$ cat config.mk
export PLATFORM = sky130hd
export DESIGN_NAME = dedup_crc_engine
export DESIGN_NICKNAME = d
export VERILOG_FILES = /design/src/rtl/dedup_crc_engine.sv
export SDC_FILE = /design/constraint.sdc
export NUM_CORES = 1
export LEC_CHECK = 0
export BUFFER_PORTS_ARGS = -buffer_cell sky130_fd_sc_hd__buf_4
export CAP_MARGIN = 10
export CORE_AREA = 2 2 211 213
export DETAILED_ROUTE_END_ITERATION = 8
export DIE_AREA = 0 0 213 215
export HOLD_SLACK_MARGIN = 0.1
export SKIP_CTS_REPAIR_TIMING = 1
export SLEW_MARGIN = 20
export SYNTH_ARGS = -nofsm -noshare
export SYNTH_HDL_FRONTEND = slang
export SYNTH_SLANG_ARGS = --single-unit
$ cat constraint.sdc
create_clock -name clk -period 13.75 [get_ports clk]
set_input_delay 1.375 -clock clk [delete_from_list [all_inputs] [get_ports clk]]
set_output_delay 1.375 -clock clk [all_outputs]
set_load 0.02 [all_outputs]
$ cat src/rtl/dedup_crc_engine.sv
module dedup_crc_engine #(
  parameter int LINE_W = 512,
  parameter int WORD_W = 64,
  parameter int CRC_W  = 32,
  parameter logic [CRC_W-1:0] POLY = 32'hEDB88320
) (
  input  logic              clk,
  input  logic              rst,
  input  logic              start,
  input  logic [LINE_W-1:0] line,
  output logic              done,
  output logic [CRC_W-1:0]  crc
);
  localparam int NW     = LINE_W / WORD_W;
  localparam int WIDX_W = (NW > 1) ? $clog2(NW) : 1;

  logic              busy_q;
  logic [WIDX_W-1:0] widx_q;
  logic [CRC_W-1:0]  acc_q;
  logic [CRC_W-1:0]  acc_nx;
  logic [WORD_W-1:0] word;

  assign word = line[widx_q*WORD_W +: WORD_W];

  always_comb begin
    logic [CRC_W-1:0] c;
    c = acc_q;
    for (int i = 0; i < WORD_W; i++) begin
      if (c[0] ^ word[i]) c = (c >> 1) ^ POLY;
      else                c = c >> 1;
    end
    acc_nx = c;
  end

  always_ff @(posedge clk) begin
    if (rst) begin
      busy_q <= 1'b0;
      widx_q <= '0;
      acc_q  <= '1;
      done   <= 1'b0;
      crc    <= '0;
    end else begin
      done <= 1'b0;
      if (start) begin
        busy_q <= 1'b1;
        widx_q <= '0;
        acc_q  <= '1;
      end else if (busy_q) begin
        acc_q <= acc_nx;
        if (widx_q == WIDX_W'(NW - 1)) begin
          busy_q <= 1'b0;
          done   <= 1'b1;
          crc    <= ~acc_nx;
        end else begin
          widx_q <= widx_q + 1'b1;
        end
      end
    end
  end
endmodule

# == Word-level counts from Yosys, hierarchy flattened ==
# Index checks and enable logic that the tools add are counted.
# totals
romBits,0
output_inout_bits,33
input_bits,515
wordCells,212
ramBits,0
reg_bits,69
memories,0
latchBits,0
# op_classes
n_mux,68
n_eq_ne,1
magnitude_cmp,0
shifts,1
n_reduce_logical,4
n_addsub,1
bitwise_logic,132
n_mul,0
div,0
# op_table
op,count
$mux W32,64
$not A13 Y14,64
$shiftx A512 B10 Y64,1
$xor A1 B1 Y1,64
$not A32 Y32,1
$mux W1,4
$add A3 B1 Y3 const B,1
$eq A3 B3 Y1 const B,1
$not A1 Y1,3
$reduce_and A3 Y1,1
$reduce_or A3 Y1,1
$reduce_and A2 Y1,1
$reduce_or A2 Y1,1

# == Longest topological paths before layout ==
# Gate-level depths: netlist (run 1).
# logic_depth
depth_word,130
mapped_depth,25
depth_no_buf,18

# == Worst setup path before layout (run 1) ==
# No wires, ideal clock.
# synth_timing
path_type,input port to flip-flop
start,input line[321]
end,register crc[20]
setup_time_ns,0.079
arrival_ns,7.449
path_stages,17
path_buffers,0
t_required_ns,13.671
slack_ns,6.221
path_cell_list,mux2_1 o22ai_2 a221oi_4 xnor2_4 xnor3_2 xor2_1 xnor3_2 xnor3_1 xnor2_4 xnor3_2 xor3_2 xnor3_1 xnor3_2 xor3_2 xnor3_2 xnor3_1 a211oi_2
# synth_via
elab_chain_cells,93
# synth_lines
item,line,text
start: declaration,10,"input logic [LINE_W-1:0] line,"
$shiftx A512 B10 Y64 *,23,assign word = line[widx_q*WORD_W +: WORD_W];
$xor A1 B1 Y1 *,29,if (c[0] ^ word[i]) c = (c >> 1) ^ POLY;
$mux W32 * (3 in a row),29,
$not A13 Y14 (no line) or $mux W32 (tied branches),-,
$mux W32 * (6 in a row),29,
$xor A1 B1 Y1 or $mux W32 (tied branches),29,
$mux W32 *,29,
$not A13 Y14 (no line) (tied with other cells),-,
(+69 left out),-,
$mux W32 *,29,
$not A13 Y14 (no line),-,
$mux W32 * (2 in a row),29,
$not A13 Y14 (no line),-,
$mux W32 *,29,
$not A13 Y14 (no line),-,
$mux W32 *,29,
$not A32 Y32 *,53,crc <= ~acc_nx;
end signal: assignment,53,
end: declaration,12,output logic [CRC_W-1:0] crc
# Mark *: on every way between the ends.
# A chain may end at the register's enable or synchronous reset.

# == Worst setup path in the final report (run 1) ==
# layout_timing
start,register widx_q[1]
end,register crc[18]
# layout_via
elab_chain_cells,94
# layout_lines
item,line,text
start: declaration,18,logic [WIDX_W-1:0] widx_q;
start signal: assignment,55,widx_q <= widx_q + 1'b1;
branches (longest 94 deep; another with $shiftx A512 B10 Y64),-,
# Parallel ways; which one is timed is not known.

==> results of run 1 <==
[metrics by stage]
stage / setup slack (ns) / cell area [um^2] / instances / util / hold WS, ns
CTS: 4.14 / 18800 / 2215 / 0.430 / 0.465
detailed placement: 4.15 / 18500 / 2200 / 0.423 / 0.454
global route: 3.76 / 18800 / 2215 / 0.430 / 0.488
global placement: 4.18 / 18500 / 2200 / 0.423 / 0.447
finish: 4.16 / 18800 / 2215 / 0.430 / 0.464
floorplan: 6.22 / 13900 / 1116 / - / 0.459
[path summary, 6_finish.rpt]
kind / slack (ns) / depth (start not counted) / startpoint / to
max: 4.16 / 18 / widx_q[1]$_SDFFE_PP0P_ / crc[18]$_SDFFE_PP0P_
min: 0.46 / 2 / crc[3]$_SDFFE_PP0P_ / crc[3]$_SDFFE_PP0P_
max reg2reg: 4.16 / 18 / widx_q[1]$_SDFFE_PP0P_ / crc[18]$_SDFFE_PP0P_
min reg2reg: 0.46 / 2 / crc[3]$_SDFFE_PP0P_ / crc[3]$_SDFFE_PP0P_
[per-layer routing]
metal / track usage / wire, um
met5: 0 / 0
met4: 0.0354 / 835
met3: 0.0302 / 3450
met2: 0.388 / 26200
met1: 0.294 / 21800
[cell usage in the layout, fill, tap and decap left out, types with 12 or more instances in the layout]
cell / Yosys / routed
xnor2_2: 29 / 29
xnor2_1: 220 / 220
nand2_1: 39 / 39
xnor3_2: 12 / 12
a211oi_1: 15 / 15
buf_4: 5 / 554
xor3_1: 15 / 15
mux2_1: 18 / 18
o21ai_0: 25 / 25
nor2_1: 69 / 66
mux2_2: 25 / 25
mux4_2: 84 / 84
a21oi_1: 14 / 14
xnor3_1: 130 / 130
dfxtp_1: 69 / 66
xor2_1: 84 / 84
o22ai_1: 20 / 20
mux2i_1: 88 / 88
[logic make-up after synthesis]
group,count (synthesis),share of synthesized area
mux,215,0.234
fa+ha+maj,2,0.00180
xor+xnor,525,0.541
flops,69,0.0992
simple gates,127,0.0377
compound gates,113,0.0585
buf+inv,65,0.0278
[worst max-delay path, delay by kind of cell, from the launching register on]
family | cells | cell delay, ns
XOR/XNOR | 14 | 6.53
AND/OR/NAND/NOR | 1 | 0.80
flip-flops | 1 | 0.69
buffers and inverters | 1 | 0.82
AO/OA/AOI/OAI | 2 | 0.50
[area by class of cell]
| cell class | count | area (um^2) | area share |
|---|---|---|---|
| clock inverters | 5 | 52.6 | 0.00280 |
| flip-flops and latches | 69 | 1390 | 0.0742 |
| well taps | 592 | 741 | 0.0395 |
| inverters | 2 | 7.51 | 0.000400 |
| repair buffers | 555 | 4170 | 0.222 |
| multi-input cells | 982 | 12200 | 0.649 |
| clock buffers | 10 | 229 | 0.0122 |
[flip-flops by register name, indices dropped and copies added, names as in the netlist]
name,count
acc_q,32
busy_q,1
crc,32
done,1
widx_q,3
==> results.md, run 1 <==
- Synth cell types: 49
- Startpoint class of the critical path: flop
- Avg Inst Size Synth: 12.5 um^2
- Die height: about 220 um
- Overall routing resource usage: 0.222
- Die Wd: ~210 um
- Grt ovf: 0
- Fmax: approximately 100 MHz
- Fraction of layout cells with a size suffix above 1: 0.478
- Fill cells: roughly 4200
- Ant diodes: 0
- Clk_lat worst skew: 0.33 ns
- Post-synth ARST share: 0
- Synth top area cells: xnor3_1 (21%), xnor2_1 (14%), mux4_2 (14%), dfxtp_1 (9.9%), mux2i_1 (6.3%)
- Final Hold Viols: 0
- Setup-failing EPs final: 0
- RSZ-0062 raised after global routing: false
- #FFs+latches synth: just under 70
- Yosys top cell area share: 0.210
- # rows: 77
- CP peak stage delay: 0.82 ns
- Drt pass-1 iters: 5
- Largest net degree at the start of global routing: 70
- DR iter-0 viols: 638
- Maxcap violations: 0
- Syn Nets: 1633
- Clk_skew: 0.00917 ns
- Final min period: around 9.6 ns
- Post-DR vias/cell: approximately 5
- Max H-tree Level: 3
- DR vias: around 11000
- Register area share after synthesis: 0.0992
- Worst-margin pin slew: ~1 ns
- Main synth FF type: dfxtp_1
- Area growth, synth to finish: 34.7%
- CP max FO: 69
- Final WL: 52400 um
- IO buf count: 547
- Detailed placement HPWL: between 40000 and 50000 um
- GP Congestion: 0.911
- IO Count: about 550
- Synth warn: 0
- DRT antenna net count: 0
- Vias in the first global route: approximately 12000
- Top post-synthesis cells by count: xnor2_1 (220), xnor3_1 (130), mux2i_1 (88), mux4_2 (84), xor2_1 (84)
- CP most frequent cell: xnor3_1
- TritonCTS clock tree: done
- Clk sinks: 69
- Hold WC Path Type: reg -> reg
- Drt drc: 0
- Critical-path top delay cell: buf_4
- Die Area: 0.0458 mm^2
- Area leader, netlist: xnor3_1
- Final slew viol count: 0
- Crit end category: flop
- Critical Path RT: around 14 ns
- Core box area: 0.0436 mm^2
- Initial antenna violation count: 0
- Status: finished clean
- Period utilization: 0.697
- Wire per inst: 23.6 um
- Post-synth EDFFs: 0
- Initial Utilization: 0.319
- Worst path cell trace: buf_4 -> nor2b_1 -> a221oi_1 -> xnor2_2 -> xnor3_2 -> xor2_4 -> xor3_2 -> xor2_4 -> xnor3_1 -> xnor3_1 -> xnor2_2 -> xnor3_1 -> xor3_2 -> xnor2_4 -> xor2_2 -> xnor2_1 -> xnor2_1 -> o21a_1
- Cts bufs inserted: 9
- Synthesized cell area: 0.0139 mm^2
- First-pass GRT wire length: 74800 um
- Cell with the most instances after synthesis: xnor2_1
- Final Net Count: 2136
- Max_slew headroom: 0.326
- CP arrival: 9.82 ns
- Clock Tree Root: clkbuf_16
- Crit path kind: reg -> reg
- Clock slew at reported path FFs: 0.06 ns
- Bufs on Longest Clock Path: 2
- Mapped Cells: 1116
- Total negative slack: 0 ns
Power of run 1 is left out: the tool's default activity adds up to more than one toggle a clock period on the data nets, which glitch-free logic cannot reach.
==> inputs of run 2 (changes only) <==
==> constraint.sdc (replaced) <==
create_clock -name clk -period 7.85 [get_ports clk]
set_input_delay 0.785 -clock clk [delete_from_list [all_inputs] [get_ports clk]]
set_output_delay 0.785 -clock clk [all_outputs]
set_load 0.02 [all_outputs]
==> run 2 against run 1 <==
Wire length increased by 0.48%. Register-to-register slack lost 3.8 ns. Maximum frequency increased by 28%. First-iteration DRC count increased by 17%. Setup slack got worse by 3.8 ns. Critical path type unchanged. Largest cell class unchanged.
==> results.md, run 2 (synthesis results as in run 1) <==
- Clk sinks: 69 (unchanged)
- Most frequent cells in the layout: buf_4 (646), xnor2_1 (218), xnor3_1 (130) (was buf_4 (554), xnor2_1 (220), xnor3_1 (130))
- Final Hold Viols: 0 (unchanged)
- Max H-tree Level: 3 (unchanged)
- Grt ovf: 0 (unchanged)
- Cts bufs inserted: 9 (unchanged)
- Cell family with most CP delay: XOR/XNOR gates (unchanged)
- Largest net degree at the start of global routing: 56 (was 70)
- Hold WC Path Type: reg -> reg (unchanged)
- DR iter-0 viols: 744 (was 638)
- Startpoint class of the critical path: flop (unchanged)
- Critical Path RT: 8.06 ns (was 13.98 ns)
- Overall routing resource usage: 0.223 (was 0.222)
- Met3 WL: 3090 um (was 3450 um)
- # rows: 77 (unchanged)
- Fmax: 133 MHz (was 104 MHz)
- WP buf/inv: 2 (was 1)
- Crit end category: flop (unchanged)
- Max_slew headroom: 0.498 (was 0.326)
- Wl on met1: 22500 um (was 21800 um)
- Post-DR vias/cell: 4.92 (was 4.99)
- Fraction of layout cells with a size suffix above 1: 0.508 (was 0.478)
- RSZ-0062 raised after global routing: true (was false)
- Worst path cell trace: buf_4 -> mux4_2 -> mux2i_1 -> xnor2_1 -> xnor2_1 -> xor2_1 -> xnor3_1 -> xnor2_2 -> xnor3_2 -> xnor3_1 -> xnor2_4 -> buf_4 -> xnor3_1 -> xor2_1 -> xnor3_2 -> xnor2_2 -> xnor3_1 -> nor2_1 -> o21ai_0 (was buf_4 -> nor2b_1 -> a221oi_1 -> xnor2_2 -> xnor3_2 -> xor2_4 -> xor3_2 -> xor2_4 -> xnor3_1 -> xnor3_1 -> xnor2_2 -> xnor3_1 -> xor3_2 -> xnor2_4 -> xor2_2 -> xnor2_1 -> xnor2_1 -> o21a_1)
- Wire per inst: 22.8 um (was 23.6 um)
- Critical-path top delay cell: dfxtp_4 (was buf_4)
- IO buf count: 547 (unchanged)
- FF+latch area: 0.00139 mm^2 (unchanged)
- Maxcap violations: 0 (unchanged)
- Core box area: 0.0436 mm^2 (unchanged)
- Dpl cells: 2292 (was 2200)
- Initial Utilization: 0.319 (unchanged)
- Area growth, synth to finish: 40.1% (was 34.7%)
- Crit path kind: reg -> reg (unchanged)
- Worst-margin pin slew: 0.752 ns (was 1.01 ns)
- Setup-failing EPs final: 0 (unchanged)
- CP arrival: 7.72 ns (was 9.82 ns)
- Bufs on Longest Clock Path: 2 (unchanged)
- Die height: 215 um (unchanged)
- Multi-input gate area: 0.0122 mm^2 (about the same)
- TritonCTS clock tree: done (unchanged)
- DR vias: 11400 (was 11100)
- CP peak stage delay: 0.56 ns (was 0.82 ns)
- Most common cell after layout, fill and taps aside: buf_4 (unchanged)
- Clock slew at reported path FFs: 0.06 ns (about the same)
- CP max FO: 23 (was 69)
- DRT antenna net count: 0 (unchanged)
- Die Wd: 213 um (unchanged)
- Metal2 WL: 26300 um (was 26200 um)
- Clock Tree Root: clkbuf_16 (unchanged)
- Clk_lat worst skew: 0.34 ns (was 0.33 ns)
- Flop2flop setup slack: 0.34 ns (was 4.16 ns)
- Drt drc: 0 (unchanged)
- Top layer in use: met4 (unchanged)
- Final Net Count: 2228 (was 2136)
- First-pass GRT wire length: 75500 um (was 74800 um)
- Initial antenna violation count: 1 (was 0)
- Status: finished clean (unchanged)
- Final WL: 52600 um (was 52400 um)
- CP most frequent cell: xnor3_1 (unchanged)
- Vias in the first global route: 12000 (was 11600)
- IO Count: 548 (unchanged)
- Drt pass-1 iters: 5 (unchanged)
- Period utilization: 0.957 (was 0.697)
- Die Area: 0.0458 mm^2 (unchanged)
- Biggest regs: acc_q (32), crc (32), widx_q (3) (unchanged)
- Clk_skew: 0.00572 ns (was 0.00917 ns)
- Fill cells: 4130 (was 4194)
- GP Congestion: 0.918 (was 0.911)
- Non-Filler Instances: 2309 (was 2215)
- Final min period: 7.51 ns (was 9.59 ns)
- Final slew viol count: 0 (unchanged)
- Detailed placement HPWL: 45500 um (was 44700 um)
-- run 2: changes by cell type in the layout (fill, tap and decap cells not counted), moves of 2 or more --
cell / before / now
xnor2_1: 220 / 218
nor2_2: 4 / 2
clkinvlp_4: 1 / 3
nor2_1: 66 / 68
clkbuf_8: 0 / 2
clkinv_2: 3 / 0
xnor2_2: 29 / 31
buf_4: 554 / 646
-- run 2: worst register-to-register path, delay by kind of cell, from the launching register on --
family | cells | cell delay (ns)
multiplexers | 2 | 0.92
flip-flops | 1 | 0.56
AO/OA/AOI/OAI | 1 | 0.11
AND/OR/NAND/NOR | 1 | 0.16
XOR/XNOR | 13 | 4.97
buffers and inverters | 2 | 0.65
-- run 2: metrics by stage --
| step | util | setup slack (ns) | cell area (um^2) | hold slack [ns] | setup TNS (ns) |
|---|---|---|---|---|---|
| after floorplan | - | 0.911 | 13900 | 0.459 | 0 |
| after global placement | 0.439 | 0.155 | 19200 | 0.454 | 0 |
| after detailed placement | 0.439 | 0.162 | 19200 | 0.451 | 0 |
| after CTS | 0.447 | 0.233 | 19500 | 0.465 | 0 |
| after global routing | 0.447 | -0.0235 | 19500 | 0.487 | -0.0235 |
| final | 0.447 | 0.340 | 19500 | 0.466 | 0 |
-- run 2: layer usage --
layer	vias to the layer above	track usage
met1	5666	0.296
li1	5245	-
met5	-	0
met4	0	0.0364
met2	402	0.389
met3	44	0.0304
-- run 2: final timing paths --
kind,startpoint,endpoint,cells after the start
min reg2reg,crc[16]$_SDFFE_PP0P_,crc[16]$_SDFFE_PP0P_,2
min,crc[16]$_SDFFE_PP0P_,crc[16]$_SDFFE_PP0P_,2
max,widx_q[0]$_SDFFE_PP0P_,acc_q[26]$_SDFFE_PP1P_,19
max reg2reg,widx_q[0]$_SDFFE_PP0P_,acc_q[26]$_SDFFE_PP1P_,19
-- run 2: layout make-up --
class                   instances  share of cell area
flip-flops and latches         69              0.0714
repair buffers                647               0.249
clock inverters                 4             0.00269
well taps                     592              0.0380
inverters                       2            0.000385
diodes                          1            0.000128
clock buffers                  12              0.0142
multi-input cells             982               0.624
Power of run 2 is left out for the same reason.
==> inputs of run 3 (changes only) <==
--- a/config.mk
+++ b/config.mk
@@ -11,6 +11,7 @@
 export DETAILED_ROUTE_END_ITERATION = 8
 export DIE_AREA = 0 0 213 215
 export HOLD_SLACK_MARGIN = 0.1
+export PLACE_DENSITY = 0.68
 export SKIP_CTS_REPAIR_TIMING = 1
 export SLEW_MARGIN = 20
 export SYNTH_ARGS = -nofsm -noshare
==> run 3 against run 2 <==
Setup slack worse by 0.096 ns. Via count is 0.84% higher. Clock-buffer cell count is 2 lower. Register-to-register slack worse by 0.096 ns. Clock skew is 0.00063 ns higher. Worst hold slack better by 0.0021 ns. Non-clock buffer count is 16 lower. Core utilization hardly changed. Die area stayed put. Highest routed layer is now met5.
==> results.md, run 3 (synthesis results as in run 1) <==
- Min-delay src: crc[3]$_SDFFE_PP0P_ (was crc[16]$_SDFFE_PP0P_)
- Wire per inst: 23.2 um (was 22.8 um)
- Clk_lat worst skew: 0.33 ns (was 0.34 ns)
- IO buf count: 547 (unchanged)
- Bufs on Longest Clock Path: 2 (unchanged)
- Hold WC Path Type: reg -> reg (unchanged)
- Final WS setup: 0.244 ns (was 0.340 ns)
- Clock slew at reported path FFs: 0.06 ns (about the same)
- CP most frequent cell: xnor3_1 (unchanged)
- Clock Tree Root: clkbuf_16 (unchanged)
- Final Net Count: 2212 (was 2228)
- Period utilization: 0.969 (was 0.957)
- Detailed placement HPWL: 45100 um (was 45500 um)
- Fraction of layout cells with a size suffix above 1: 0.507 (was 0.508)
- IO Count: 548 (unchanged)
- Initial Utilization: 0.319 (unchanged)
- Multi-input gate area: 0.0122 mm^2 (about the same)
- Setup-failing EPs final: 0 (unchanged)
- CP arrival: 7.86 ns (was 7.72 ns)
- Critical-path top delay cell: xnor3_2 (was dfxtp_4)
- CP peak stage delay: 0.61 ns (was 0.56 ns)
- Clk sinks: 69 (unchanged)
- # rows: 77 (unchanged)
- GP Congestion: 0.958 (was 0.918)
- Final Hold Viols: 0 (unchanged)
- Drt drc: 0 (unchanged)
- R2R cell count: 20 (was 19)
- Most common cell after layout, fill and taps aside: buf_4 (unchanged)
- Cts bufs inserted: 9 (unchanged)
- Design area: 0.0195 mm^2 (about the same)
- Biggest regs: acc_q (32), crc (32), widx_q (3) (unchanged)
- RSZ-0062 raised after global routing: false (was true)
- Drt pass-1 iters: 5 (unchanged)
- Fmax: 131 MHz (was 133 MHz)
- First-pass GRT wire length: 76100 um (was 75500 um)
- Die Wd: 213 um (unchanged)
- Max_slew headroom: 0.346 (was 0.498)
- TritonCTS clock tree: done (unchanged)
- Most frequent cells in the layout: buf_4 (625), xnor2_1 (215), xnor3_1 (130) (was buf_4 (646), xnor2_1 (218), xnor3_1 (130))
- Crit path kind: reg -> reg (unchanged)
- Die height: 215 um (unchanged)
- Maxcap violations: 0 (unchanged)
- Final min period: 7.61 ns (was 7.51 ns)
- R2R Path End: crc[23]$_SDFFE_PP0P_ (was acc_q[26]$_SDFFE_PP1P_)
- Overall routing resource usage: 0.224 (was 0.223)
- Cell Area, Placed: 0.0190 mm^2 (was 0.0192 mm^2)
- Vias in the first global route: 11800 (was 12000)
- Worst-margin pin slew: 0.981 ns (was 0.752 ns)
- Max H-tree Level: 3 (unchanged)
- CP max FO: 28 (was 23)
- Startpoint class of the critical path: flop (unchanged)
- Hold worst-path end: crc[3]$_SDFFE_PP0P_ (was crc[16]$_SDFFE_PP0P_)
- DP Worst Slack: -0.190 ns (was 0.162 ns)
- Die Area: 0.0458 mm^2 (unchanged)
- Core box area: 0.0436 mm^2 (unchanged)
- DR vias: 11500 (was 11400)
- DRT antenna net count: 0 (unchanged)
- Initial antenna violation count: 2 (was 1)
- Reg-to-Reg Start: widx_q[1]$_SDFFE_PP0P_ (was widx_q[0]$_SDFFE_PP0P_)
- Final slew viol count: 0 (unchanged)
- Worst path cell trace: buf_12 -> buf_12 -> mux4_2 -> mux2i_1 -> buf_4 -> xor2_1 -> xnor3_1 -> xnor3_1 -> xor3_1 -> xnor2_2 -> xnor3_1 -> xor3_1 -> xor3_2 -> xnor3_1 -> xnor2_4 -> xnor3_2 -> xor3_2 -> xnor3_2 -> xnor3_1 -> a211oi_2 (was buf_4 -> mux4_2 -> mux2i_1 -> xnor2_1 -> xnor2_1 -> xor2_1 -> xnor3_1 -> xnor2_2 -> xnor3_2 -> xnor3_1 -> xnor2_4 -> buf_4 -> xnor3_1 -> xor2_1 -> xnor3_2 -> xnor2_2 -> xnor3_1 -> nor2_1 -> o21ai_0)
- Crit end category: flop (unchanged)
- Hold depth: 2 (unchanged)
- Clk_skew: 0.00635 ns (was 0.00572 ns)
- Fill cells: 4090 (was 4130)
- Flop2flop setup slack: 0.24 ns (was 0.34 ns)
- DR iter-0 viols: 809 (was 744)
- Critical Path RT: 8.11 ns (was 8.06 ns)
- Grt ovf: 0 (unchanged)
- Area growth, synth to finish: 40.2% (was 40.1%)
- Status: finished clean (unchanged)
- FF+latch area: 0.00139 mm^2 (unchanged)
- Largest net degree at the start of global routing: 53 (was 56)
- Total negative slack: 0 ns (unchanged)
- Min Hold Slack: 0.468 ns (was 0.466 ns)
- Post-DR vias/cell: 4.99 (was 4.92)
- Final WL: 53200 um (was 52600 um)
run 3: worst max-delay path by stage:
stage | from | to | cells after the start
floorplan | line[321] | crc[23]$_SDFFE_PP0P_ | 17
global placement | widx_q[0]$_SDFFE_PP0P_ | crc[18]$_SDFFE_PP0P_ | 19
detailed placement | widx_q[0]$_SDFFE_PP0P_ | crc[18]$_SDFFE_PP0P_ | 19
CTS | widx_q[0]$_SDFFE_PP0P_ | crc[18]$_SDFFE_PP0P_ | 19
global route | widx_q[0]$_SDFFE_PP0P_ | crc[4]$_SDFFE_PP0P_ | 20
finish | widx_q[1]$_SDFFE_PP0P_ | crc[23]$_SDFFE_PP0P_ | 20
run 3: through the flow:
step,instances,utilization
2_1_floorplan,1116,-
3_3_place_gp,2264,0.435
3_5_place_dp,2264,0.435
4_1_cts,2280,0.443
5_1_grt,2293,0.447
6_report,2294,0.447
run 3: area by class of cell:
cell class,instances,area share
Sequential cell,69,0.0713
Timing Repair Buffer,631,0.245
Inverter,2,0.000384
Multi-Input combinational cell,982,0.627
Clock inverter,6,0.00596
Tap cell,592,0.0379
Clock buffer,10,0.0122
Antenna cell,2,0.000256
run 3: routing by layer:
metal	vias up	global-route usage	part of all wire
met1	5754	0.301	0.42
li1	5210	-	-
met3	54	0.0275	0.068
met4	2	0.0438	0.018
met2	432	0.386	0.49
met5	-	0	0.00032
run 3: critical path: cells and delay by family, from the launching register on:
kind | cells | cell delay (ns)
DFF | 1 | 0.50
AOI/OAI and AO/OA | 1 | 0.23
buffers and inverters | 3 | 0.67
xor gates and xnor gates | 14 | 5.28
muxes | 2 | 0.79
Power of run 3 is left out for the same reason.
